File: config.mk
export PLATFORM = sky130hd
export DESIGN_NAME = iova_walker
export DESIGN_NICKNAME = d
export VERILOG_FILES = /design/src/rtl/iova_walker_pkg.sv /design/src/rtl/iova_cfg_select.sv /design/src/rtl/iova_pte_decode.sv /design/src/rtl/iova_walk_fsm.sv /design/src/rtl/iova_walker.sv
export SDC_FILE = /design/constraint.sdc
export NUM_CORES = 1
export LEC_CHECK = 0
export ABC_AREA = 0
export BUFFER_PORTS_ARGS = -buffer_cell sky130_fd_sc_hd__buf_4
export CAP_MARGIN = 20
export CELL_PAD_IN_SITES_DETAIL_PLACEMENT = 0
export CELL_PAD_IN_SITES_GLOBAL_PLACEMENT = 1
export CORE_AREA = 2 2 304 306
export CTS_BUF_LIST = sky130_fd_sc_hd__clkbuf_8
export DETAILED_ROUTE_END_ITERATION = 12
export DIE_AREA = 0 0 306 308
export MAX_ROUTING_LAYER = met4
export PLACE_DENSITY_LB_ADDON = 0.25
export SLEW_MARGIN = 20
export SYNTH_ARGS = -nofsm -noshare
export SYNTH_HDL_FRONTEND = slang
export SYNTH_SLANG_ARGS = --single-unit
File: constraint.sdc
create_clock -name clk -period 2.6 [get_ports clk]
set_clock_uncertainty 0.15 [all_clocks]
set_input_delay 0.13 -clock clk [delete_from_list [all_inputs] [get_ports clk]]
set_output_delay 0.13 -clock clk [all_outputs]
set_load 0.05 [all_outputs]
File: src/rtl/iova_walker_pkg.sv
package iova_walker_pkg;
  localparam int PAGE_BITS = 14;
  localparam int IDX_W = PAGE_BITS - 3;
  localparam int LEVELS = 2;
  localparam int VA_W = PAGE_BITS + LEVELS * IDX_W;
  localparam int FRAME_W = 28;
  localparam int PA_W = FRAME_W + PAGE_BITS;
  localparam int ENTRY_W = 64;
  localparam int BASE_W = 32;

  localparam int ENT_VALID_BIT = 0;
  localparam int ENT_NOCACHE_BIT = 1;
  localparam int ENT_NOWR_BIT = 2;
  localparam int ENT_NORD_BIT = 3;
  localparam int ENT_FRAME_LSB = 10;
  localparam int BASE_VALID_BIT = 0;
  localparam int BASE_FRAME_LSB = 2;
  localparam int CTRL_XLAT_BIT = 0;
  localparam int CTRL_PASS_BIT = 1;

  typedef enum logic [1:0] {
    MODE_XLAT,
    MODE_PASS,
    MODE_BAD
  } xlat_mode_e;

  typedef enum logic [2:0] {
    FLT_NONE     = 3'd0,
    FLT_MODE     = 3'd1,
    FLT_NO_BASE  = 3'd2,
    FLT_NO_TABLE = 3'd3,
    FLT_NO_LEAF  = 3'd4,
    FLT_READ     = 3'd5,
    FLT_WRITE    = 3'd6
  } fault_e;

  typedef enum logic [2:0] {
    ST_IDLE,
    ST_L1_REQ,
    ST_L1_WAIT,
    ST_L2_REQ,
    ST_L2_WAIT,
    ST_RESP
  } walk_state_e;

  // Index field of a given level; level 0 is the topmost table.
  function automatic logic [IDX_W-1:0] level_index(input logic [VA_W-1:0] va,
                                                   input int unsigned lvl);
    return va[PAGE_BITS + (LEVELS - 1 - lvl) * IDX_W +: IDX_W];
  endfunction

  // A table fills one page, so frame, index and byte lane concatenate.
  function automatic logic [PA_W-1:0] entry_addr(input logic [FRAME_W-1:0] frame,
                                                 input logic [IDX_W-1:0] idx);
    return {frame, idx, 3'b000};
  endfunction
endpackage

File: src/rtl/iova_cfg_select.sv
module iova_cfg_select
  import iova_walker_pkg::*;
#(
  parameter int NUM_STREAMS = 16,
  parameter int SID_W = 4
) (
  input  logic [2*NUM_STREAMS-1:0]      cfg_ctrl,
  input  logic [BASE_W*NUM_STREAMS-1:0] cfg_base,
  input  logic [SID_W-1:0]              sid,
  output xlat_mode_e                    mode,
  output logic                          base_valid,
  output logic [FRAME_W-1:0]            base_frame
);
  localparam int SLOTS = 1 << SID_W;

  logic [1:0]        ctrl_tab [SLOTS];
  logic [BASE_W-1:0] base_tab [SLOTS];

  // Slots past the configured stream count read as "neither bit set".
  for (genvar s = 0; s < SLOTS; s++) begin : g_slot
    if (s < NUM_STREAMS) begin : g_live
      assign ctrl_tab[s] = cfg_ctrl[2*s +: 2];
      assign base_tab[s] = cfg_base[BASE_W*s +: BASE_W];
    end else begin : g_absent
      assign ctrl_tab[s] = '0;
      assign base_tab[s] = '0;
    end
  end

  logic [1:0]        sel_ctrl;
  logic [BASE_W-1:0] sel_base;
  assign sel_ctrl = ctrl_tab[sid];
  assign sel_base = base_tab[sid];

  always_comb begin
    if (sel_ctrl[CTRL_PASS_BIT] && !sel_ctrl[CTRL_XLAT_BIT])      mode = MODE_PASS;
    else if (sel_ctrl[CTRL_XLAT_BIT] && !sel_ctrl[CTRL_PASS_BIT]) mode = MODE_XLAT;
    else                                                          mode = MODE_BAD;
  end

  assign base_valid = sel_base[BASE_VALID_BIT];
  assign base_frame = sel_base[BASE_FRAME_LSB +: FRAME_W];

  logic unused_base;
  assign unused_base = ^{sel_base[BASE_W-1:BASE_FRAME_LSB+FRAME_W],
                         sel_base[BASE_FRAME_LSB-1:BASE_VALID_BIT+1]};
endmodule

File: src/rtl/iova_pte_decode.sv
module iova_pte_decode
  import iova_walker_pkg::*;
(
  input  logic [ENTRY_W-1:0] entry,
  input  logic               is_write,
  output logic               ent_valid,
  output logic               ent_uncached,
  output logic               ent_deny,
  output logic [FRAME_W-1:0] ent_frame
);
  assign ent_valid    = entry[ENT_VALID_BIT];
  assign ent_uncached = entry[ENT_NOCACHE_BIT];
  assign ent_frame    = entry[ENT_FRAME_LSB +: FRAME_W];
  // Only the protection bit of the access direction matters.
  assign ent_deny     = is_write ? entry[ENT_NOWR_BIT] : entry[ENT_NORD_BIT];

  logic unused_ent;
  assign unused_ent = ^{entry[ENTRY_W-1:ENT_FRAME_LSB+FRAME_W],
                        entry[ENT_FRAME_LSB-1:ENT_NORD_BIT+1]};
endmodule

File: src/rtl/iova_walk_fsm.sv
module iova_walk_fsm
  import iova_walker_pkg::*;
(
  input  logic               clk,
  input  logic               rst_n,
  input  logic               req_valid,
  output logic               req_ready,
  input  logic [VA_W-1:0]    req_va,
  input  logic               req_write,
  input  xlat_mode_e         sel_mode,
  input  logic               sel_base_valid,
  input  logic [FRAME_W-1:0] sel_base_frame,
  output logic               mem_req_valid,
  input  logic               mem_req_ready,
  output logic [PA_W-1:0]    mem_req_addr,
  input  logic               mem_rsp_valid,
  output logic               mem_rsp_ready,
  input  logic               ent_valid,
  input  logic               ent_uncached,
  input  logic               ent_deny,
  input  logic [FRAME_W-1:0] ent_frame,
  output logic               write_q,
  output logic               rsp_valid,
  input  logic               rsp_ready,
  output fault_e             rsp_code,
  output logic [PA_W-1:0]    rsp_paddr,
  output logic               rsp_uncached
);
  walk_state_e       state;
  logic [VA_W-1:0]   va_q;

  assign req_ready     = (state == ST_IDLE);
  assign mem_req_valid = (state == ST_L1_REQ) || (state == ST_L2_REQ);
  assign mem_rsp_ready = (state == ST_L1_WAIT) || (state == ST_L2_WAIT);
  assign rsp_valid     = (state == ST_RESP);

  always_ff @(posedge clk or negedge rst_n) begin
    if (!rst_n) begin
      state        <= ST_IDLE;
      va_q         <= '0;
      write_q      <= 1'b0;
      mem_req_addr <= '0;
      rsp_code     <= FLT_NONE;
      rsp_paddr    <= '0;
      rsp_uncached <= 1'b0;
    end else begin
      unique case (state)
        ST_IDLE: begin
          if (req_valid) begin
            va_q         <= req_va;
            write_q      <= req_write;
            rsp_code     <= FLT_NONE;
            rsp_paddr    <= '0;
            rsp_uncached <= 1'b0;
            unique case (sel_mode)
              MODE_PASS: begin
                rsp_paddr <= PA_W'(req_va);
                state     <= ST_RESP;
              end
              MODE_XLAT: begin
                if (sel_base_valid) begin
                  mem_req_addr <= entry_addr(sel_base_frame, level_index(req_va, 0));
                  state        <= ST_L1_REQ;
                end else begin
                  rsp_code <= FLT_NO_BASE;
                  state    <= ST_RESP;
                end
              end
              default: begin
                rsp_code <= FLT_MODE;
                state    <= ST_RESP;
              end
            endcase
          end
        end
        ST_L1_REQ: if (mem_req_ready) state <= ST_L1_WAIT;
        ST_L1_WAIT: begin
          if (mem_rsp_valid) begin
            if (ent_valid) begin
              mem_req_addr <= entry_addr(ent_frame, level_index(va_q, 1));
              state        <= ST_L2_REQ;
            end else begin
              rsp_code <= FLT_NO_TABLE;
              state    <= ST_RESP;
            end
          end
        end
        ST_L2_REQ: if (mem_req_ready) state <= ST_L2_WAIT;
        ST_L2_WAIT: begin
          if (mem_rsp_valid) begin
            state <= ST_RESP;
            if (!ent_valid) begin
              rsp_code <= FLT_NO_LEAF;
            end else if (ent_deny) begin
              rsp_code <= write_q ? FLT_WRITE : FLT_READ;
            end else begin
              rsp_paddr    <= {ent_frame, va_q[PAGE_BITS-1:0]};
              rsp_uncached <= ent_uncached;
            end
          end
        end
        ST_RESP: if (rsp_ready) state <= ST_IDLE;
        default: state <= ST_IDLE;
      endcase
    end
  end

  logic unused_va;
  assign unused_va = ^va_q[VA_W-1 -: IDX_W];

  // an accepted request closes the door until its result is consumed
  assert_accept_busy_R1: assert property (@(posedge clk) disable iff (!rst_n)
    (req_valid && req_ready) |=> !req_ready);

  // stalled result holds its fields
  assert_rsp_hold_R11: assert property (@(posedge clk) disable iff (!rst_n)
    (rsp_valid && !rsp_ready) |=> (rsp_valid && $stable(rsp_code)
                                   && $stable(rsp_paddr) && $stable(rsp_uncached)));

  // stalled memory read holds its address
  assert_memreq_hold_R11: assert property (@(posedge clk) disable iff (!rst_n)
    (mem_req_valid && !mem_req_ready) |=> (mem_req_valid && $stable(mem_req_addr)));

  // bypass answers in the next cycle without touching memory
  assert_pass_direct_R3: assert property (@(posedge clk) disable iff (!rst_n)
    (req_valid && req_ready && sel_mode == MODE_PASS) |=> (rsp_valid && rsp_code == FLT_NONE));

  // a bad mode answers with code 1 without touching memory
  assert_bad_mode_R4: assert property (@(posedge clk) disable iff (!rst_n)
    (req_valid && req_ready && sel_mode == MODE_BAD) |=> (rsp_valid && rsp_code == FLT_MODE));

  // a successful result keeps the page offset of the request
  assert_offset_kept_R10: assert property (@(posedge clk) disable iff (!rst_n)
    (rsp_valid && rsp_code == FLT_NONE) |-> (rsp_paddr[PAGE_BITS-1:0] == va_q[PAGE_BITS-1:0]));

  // faults carry no address and no attribute
  assert_fault_clean_R8: assert property (@(posedge clk) disable iff (!rst_n)
    (rsp_valid && rsp_code != FLT_NONE) |-> (rsp_paddr == '0 && !rsp_uncached));

  // the walker never offers a read while waiting for one
  assert_single_read_R1: assert property (@(posedge clk) disable iff (!rst_n)
    mem_req_valid |-> !mem_rsp_ready);
endmodule

File: src/rtl/iova_walker.sv
module iova_walker
  import iova_walker_pkg::*;
#(
  parameter int NUM_STREAMS = 16,
  parameter int IN_ADDR_W = 64,
  localparam int SID_W = (NUM_STREAMS > 1) ? $clog2(NUM_STREAMS) : 1
) (
  input  logic                          clk,
  input  logic                          rst_n,
  input  logic [2*NUM_STREAMS-1:0]      cfg_ctrl,
  input  logic [BASE_W*NUM_STREAMS-1:0] cfg_base,
  input  logic                          req_valid,
  output logic                          req_ready,
  input  logic [SID_W-1:0]              req_stream,
  input  logic [IN_ADDR_W-1:0]          req_addr,
  input  logic                          req_write,
  output logic                          mem_req_valid,
  input  logic                          mem_req_ready,
  output logic [PA_W-1:0]               mem_req_addr,
  input  logic                          mem_rsp_valid,
  output logic                          mem_rsp_ready,
  input  logic [ENTRY_W-1:0]            mem_rsp_data,
  output logic                          rsp_valid,
  input  logic                          rsp_ready,
  output logic [2:0]                    rsp_code,
  output logic [PA_W-1:0]               rsp_paddr,
  output logic                          rsp_uncached
);
  // Upper address bits are dropped before anything looks at the address.
  logic [VA_W-1:0] va;
  assign va = req_addr[VA_W-1:0];

  logic unused_addr_hi;
  assign unused_addr_hi = ^req_addr[IN_ADDR_W-1:VA_W];

  xlat_mode_e         sel_mode;
  logic               sel_base_valid;
  logic [FRAME_W-1:0] sel_base_frame;

  iova_cfg_select #(
    .NUM_STREAMS(NUM_STREAMS),
    .SID_W      (SID_W)
  ) u_cfg (
    .cfg_ctrl  (cfg_ctrl),
    .cfg_base  (cfg_base),
    .sid       (req_stream),
    .mode      (sel_mode),
    .base_valid(sel_base_valid),
    .base_frame(sel_base_frame)
  );

  logic               write_q;
  logic               ent_valid;
  logic               ent_uncached;
  logic               ent_deny;
  logic [FRAME_W-1:0] ent_frame;

  iova_pte_decode u_pte (
    .entry       (mem_rsp_data),
    .is_write    (write_q),
    .ent_valid   (ent_valid),
    .ent_uncached(ent_uncached),
    .ent_deny    (ent_deny),
    .ent_frame   (ent_frame)
  );

  fault_e code_w;
  assign rsp_code = code_w;

  iova_walk_fsm u_fsm (
    .clk           (clk),
    .rst_n         (rst_n),
    .req_valid     (req_valid),
    .req_ready     (req_ready),
    .req_va        (va),
    .req_write     (req_write),
    .sel_mode      (sel_mode),
    .sel_base_valid(sel_base_valid),
    .sel_base_frame(sel_base_frame),
    .mem_req_valid (mem_req_valid),
    .mem_req_ready (mem_req_ready),
    .mem_req_addr  (mem_req_addr),
    .mem_rsp_valid (mem_rsp_valid),
    .mem_rsp_ready (mem_rsp_ready),
    .ent_valid     (ent_valid),
    .ent_uncached  (ent_uncached),
    .ent_deny      (ent_deny),
    .ent_frame     (ent_frame),
    .write_q       (write_q),
    .rsp_valid     (rsp_valid),
    .rsp_ready     (rsp_ready),
    .rsp_code      (code_w),
    .rsp_paddr     (rsp_paddr),
    .rsp_uncached  (rsp_uncached)
  );
endmodule

==> flow_summary.ini <==
[status]
outcome = complete, no violations

[critical_path]
r2r-start = u_fsm.state[2]
r2r_end = u_fsm.state[2]
worstPathRequired_ps = 2910
critPathMaxFanout = 10
endpoint_kind = flop
ff2ff_setup_slack_ps = 120
cp_data_arrival_time_ps = 2870
reg2reg_depth = 7
critPathLaunchType = input port
worst-setup-path-type = in -> reg

[synthesis]
syn_area_sq_um = 9230
synth-seq-area-share_pct = 30.9
yosysWarningCount = 0
postSynthCellCount = 886
synth-async-reset-ratio_pct = 100
synth_edf_count = 0
syn_area_per_cell_sq_um = 10.4
synth_cell_type_count = 38
ys_ff_latch = 114
synth_flop_cell = dfrtp_1

[job]
drv_cap = 0

[clock_tree]
tritoncts = built
clock_latency_ps = 540
htreeDepth = 4
cts_setup_buffers = 0
cts-buffers-inserted = 17
clock-sinks = 114
clkTransAtPathRegs_ps = 80
root_buffer = clkbuf_8
cts_buffer_depth = 2

[finish]
area_growth_pct = 88.4
final_cell_mix = buf_4, nand2_1, dfrtp_1
fillers = 10121
final_common_cell = buf_4
nets = 2321
drive_above_1_share_pct = 55.9

[power]
peakVddDrop_uv = 388
internal_power_mw = 6.62
cellLeakagePower_nw = 7.93
p_clk_share_pct = 13.7
power_switching_mw = 6.25
combPwrFrac_pct = 62.1
power.density_nw_per_um2 = 741
swShare_pct = 48.5
p_seq_share_pct = 24.2

[min_path]
hold_path_class = in -> reg
hold-path-endpoint = u_fsm.va_q[14]
whs_path_depth = 4
min-delay-start = req_valid

[place]
dpl_worst_slack_ps = -285
place_hpwl_um = 55200
gp_congestion = 0.846
io_buffers = 663

[floorplan]
io_pins = 775
die_w_um = 306
initial_core_util_pct = 10.1
die_area_sq_um = 94200
die_h_um = 308
core_region_area_sq_um = 91000
rows = 111

[global_route]
grt_pass1_wl_um = 89600
grt_remaining_overflow = 0
antenna_found_initial = 18
grt_usage_pct = 14.0
grt_max_degree = 87
grt_pass1_vias = 11763

[timing]
hold_violations = 0
setup_violations = 0
fin_crit_ps = 2570
fin_setup_tns_ps = 0
fin_ws_ps = 34.3
relSlewSlack_pct = 30.9
max_freq_mhz = 390
worst_pin_slew_ps = 1040
slew_viol_final = 0
fin_crit_sh_pct = 98.7

[route]
via_per_inst = 3.77
first_pass_iters = 7
wirelength_um = 65400
dr_total_vias = 10693
ant_nets = 0
drc = 0
wire_per_inst_um = 23.0
drtIter0Drc = 456
-- through the flow --
| stage | util (%) | cell area [sq um] | total power [mW] | instances | hold slack [ps] |
|---|---|---|---|---|---|
| after floorplan | - | 9310 | 7.69 | 888 | -316 |
| after global placement | 17.8 | 16200 | 11.1 | 2724 | -0.669 |
| after detailed placement | 17.8 | 16200 | 11.1 | 2724 | 5.17 |
| after CTS | 19.1 | 17300 | 13.2 | 2834 | 0.517 |
| after global routing | 19.1 | 17400 | 13.7 | 2839 | 49.3 |
| final | 19.1 | 17400 | 12.9 | 2840 | 71.4 |
-- cells in the mapped netlist (3+ instances only) --
cell type,number,area (sq um)
nand2_1,124,465
dfrtp_1,114,2850
mux2i_1,113,1130
mux4_2,70,1580
a221oi_1,57,499
mux2_2,56,631
clkbuf_1,53,199
o21ai_0,46,230
a21oi_1,38,190
and3_1,37,231
nor2_1,35,131
a22oi_1,29,218
o221ai_1,29,254
buf_2,24,120
mux2_4,10,150
buf_1,7,26.3
and2_1,5,31.3
inv_1,5,18.8
a211oi_1,4,30.0
buf_4,4,30.0
buf_6,3,33.8
-- final cells by class --
| class | count | area, sq um | share of cell area (%) |
|---|---|---|---|
| Tap cell | 1186 | 1480 | 8.54 |
| Clock inverter | 12 | 118 | 0.677 |
| Antenna cell | 6 | 15.0 | 0.0864 |
| Sequential cell | 114 | 2850 | 16.4 |
| Clock buffer | 19 | 262 | 1.50 |
| Timing Repair Buffer | 820 | 6600 | 38.0 |
| Inverter | 6 | 22.5 | 0.130 |
| Multi-Input combinational cell | 677 | 6030 | 34.7 |
-- power groups by stage --
| stage | clock, mW | combinational (mW) | sequential, mW |
|---|---|---|---|
| after floorplan | 0 | 2.56 | 5.13 |
| after global placement | 0 | 7.91 | 3.15 |
| after detailed placement | 0 | 7.96 | 3.14 |
| after CTS | 1.92 | 8.14 | 3.13 |
| after global routing | 1.95 | 8.52 | 3.23 |
| final | 1.77 | 7.99 | 3.11 |
-- layer usage --
layer / part of all wire (%) / up-vias / track usage, %
li1: - / 4960 / -
met1: 44 / 5292 / 17.0
met2: 49 / 410 / 23.1
met3: 6.0 / 31 / 3.94
met4: 1.2 / 0 / 2.83
met5: 0 / - / -
-- worst max-delay path: stages --
cell and delay (ps):
buf_8 150, mux4_2 520, mux4_2 530, inv_1 90, ha_1 210, buf_4 200, and3_2 260, a21oi_1 50
dlygate4sd3_1 550, o21ai_0 140
-- what timing repair did --
action                                  in CTS  in global routing
hold buffers                                79                  0
gates resized for setup                      0                  5
hold endpoints to repair                   227                  0
endpoints found under the setup margin       0                  3
-- flip-flops by register name, indices dropped and copies added (netlist names) --
register / flops
u_fsm.state: 3
u_fsm.rsp_code: 3
u_fsm.va_q: 25
u_fsm.write_q: 1
u_fsm.mem_req_addr: 39
u_fsm.rsp_uncached: 1
u_fsm.rsp_paddr: 42
-- worst max path at each step --
stage / from / endpoint / slack, ps / cells after the start
after floorplan: req_stream[0] / u_fsm.mem_req_addr[31] / -300 / 11
after global placement: req_stream[0] / u_fsm.mem_req_addr[17] / -250 / 9
after detailed placement: req_stream[0] / u_fsm.mem_req_addr[27] / -280 / 9
after CTS: u_fsm.state[1] / u_fsm.rsp_paddr[34] / 40 / 8
after global routing: req_stream[0] / u_fsm.rsp_paddr[34] / -0.5 / 10
final: req_stream[0] / u_fsm.rsp_paddr[35] / 30 / 10
-- logic make-up after synthesis --
logic type / after synthesis / share of synthesized area [%]
AOI/OAI and AO/OA: 210 / 16.0
other: 1 / 0.0406
buffers and inverters: 97 / 4.68
adders and majority gates: 2 / 0.271
xor gates and xnor gates: 1 / 0.0950
and+or+nand+nor: 212 / 10.1
muxes: 249 / 37.8
DFF: 114 / 30.9
Power figures use the tool's default switching activity.
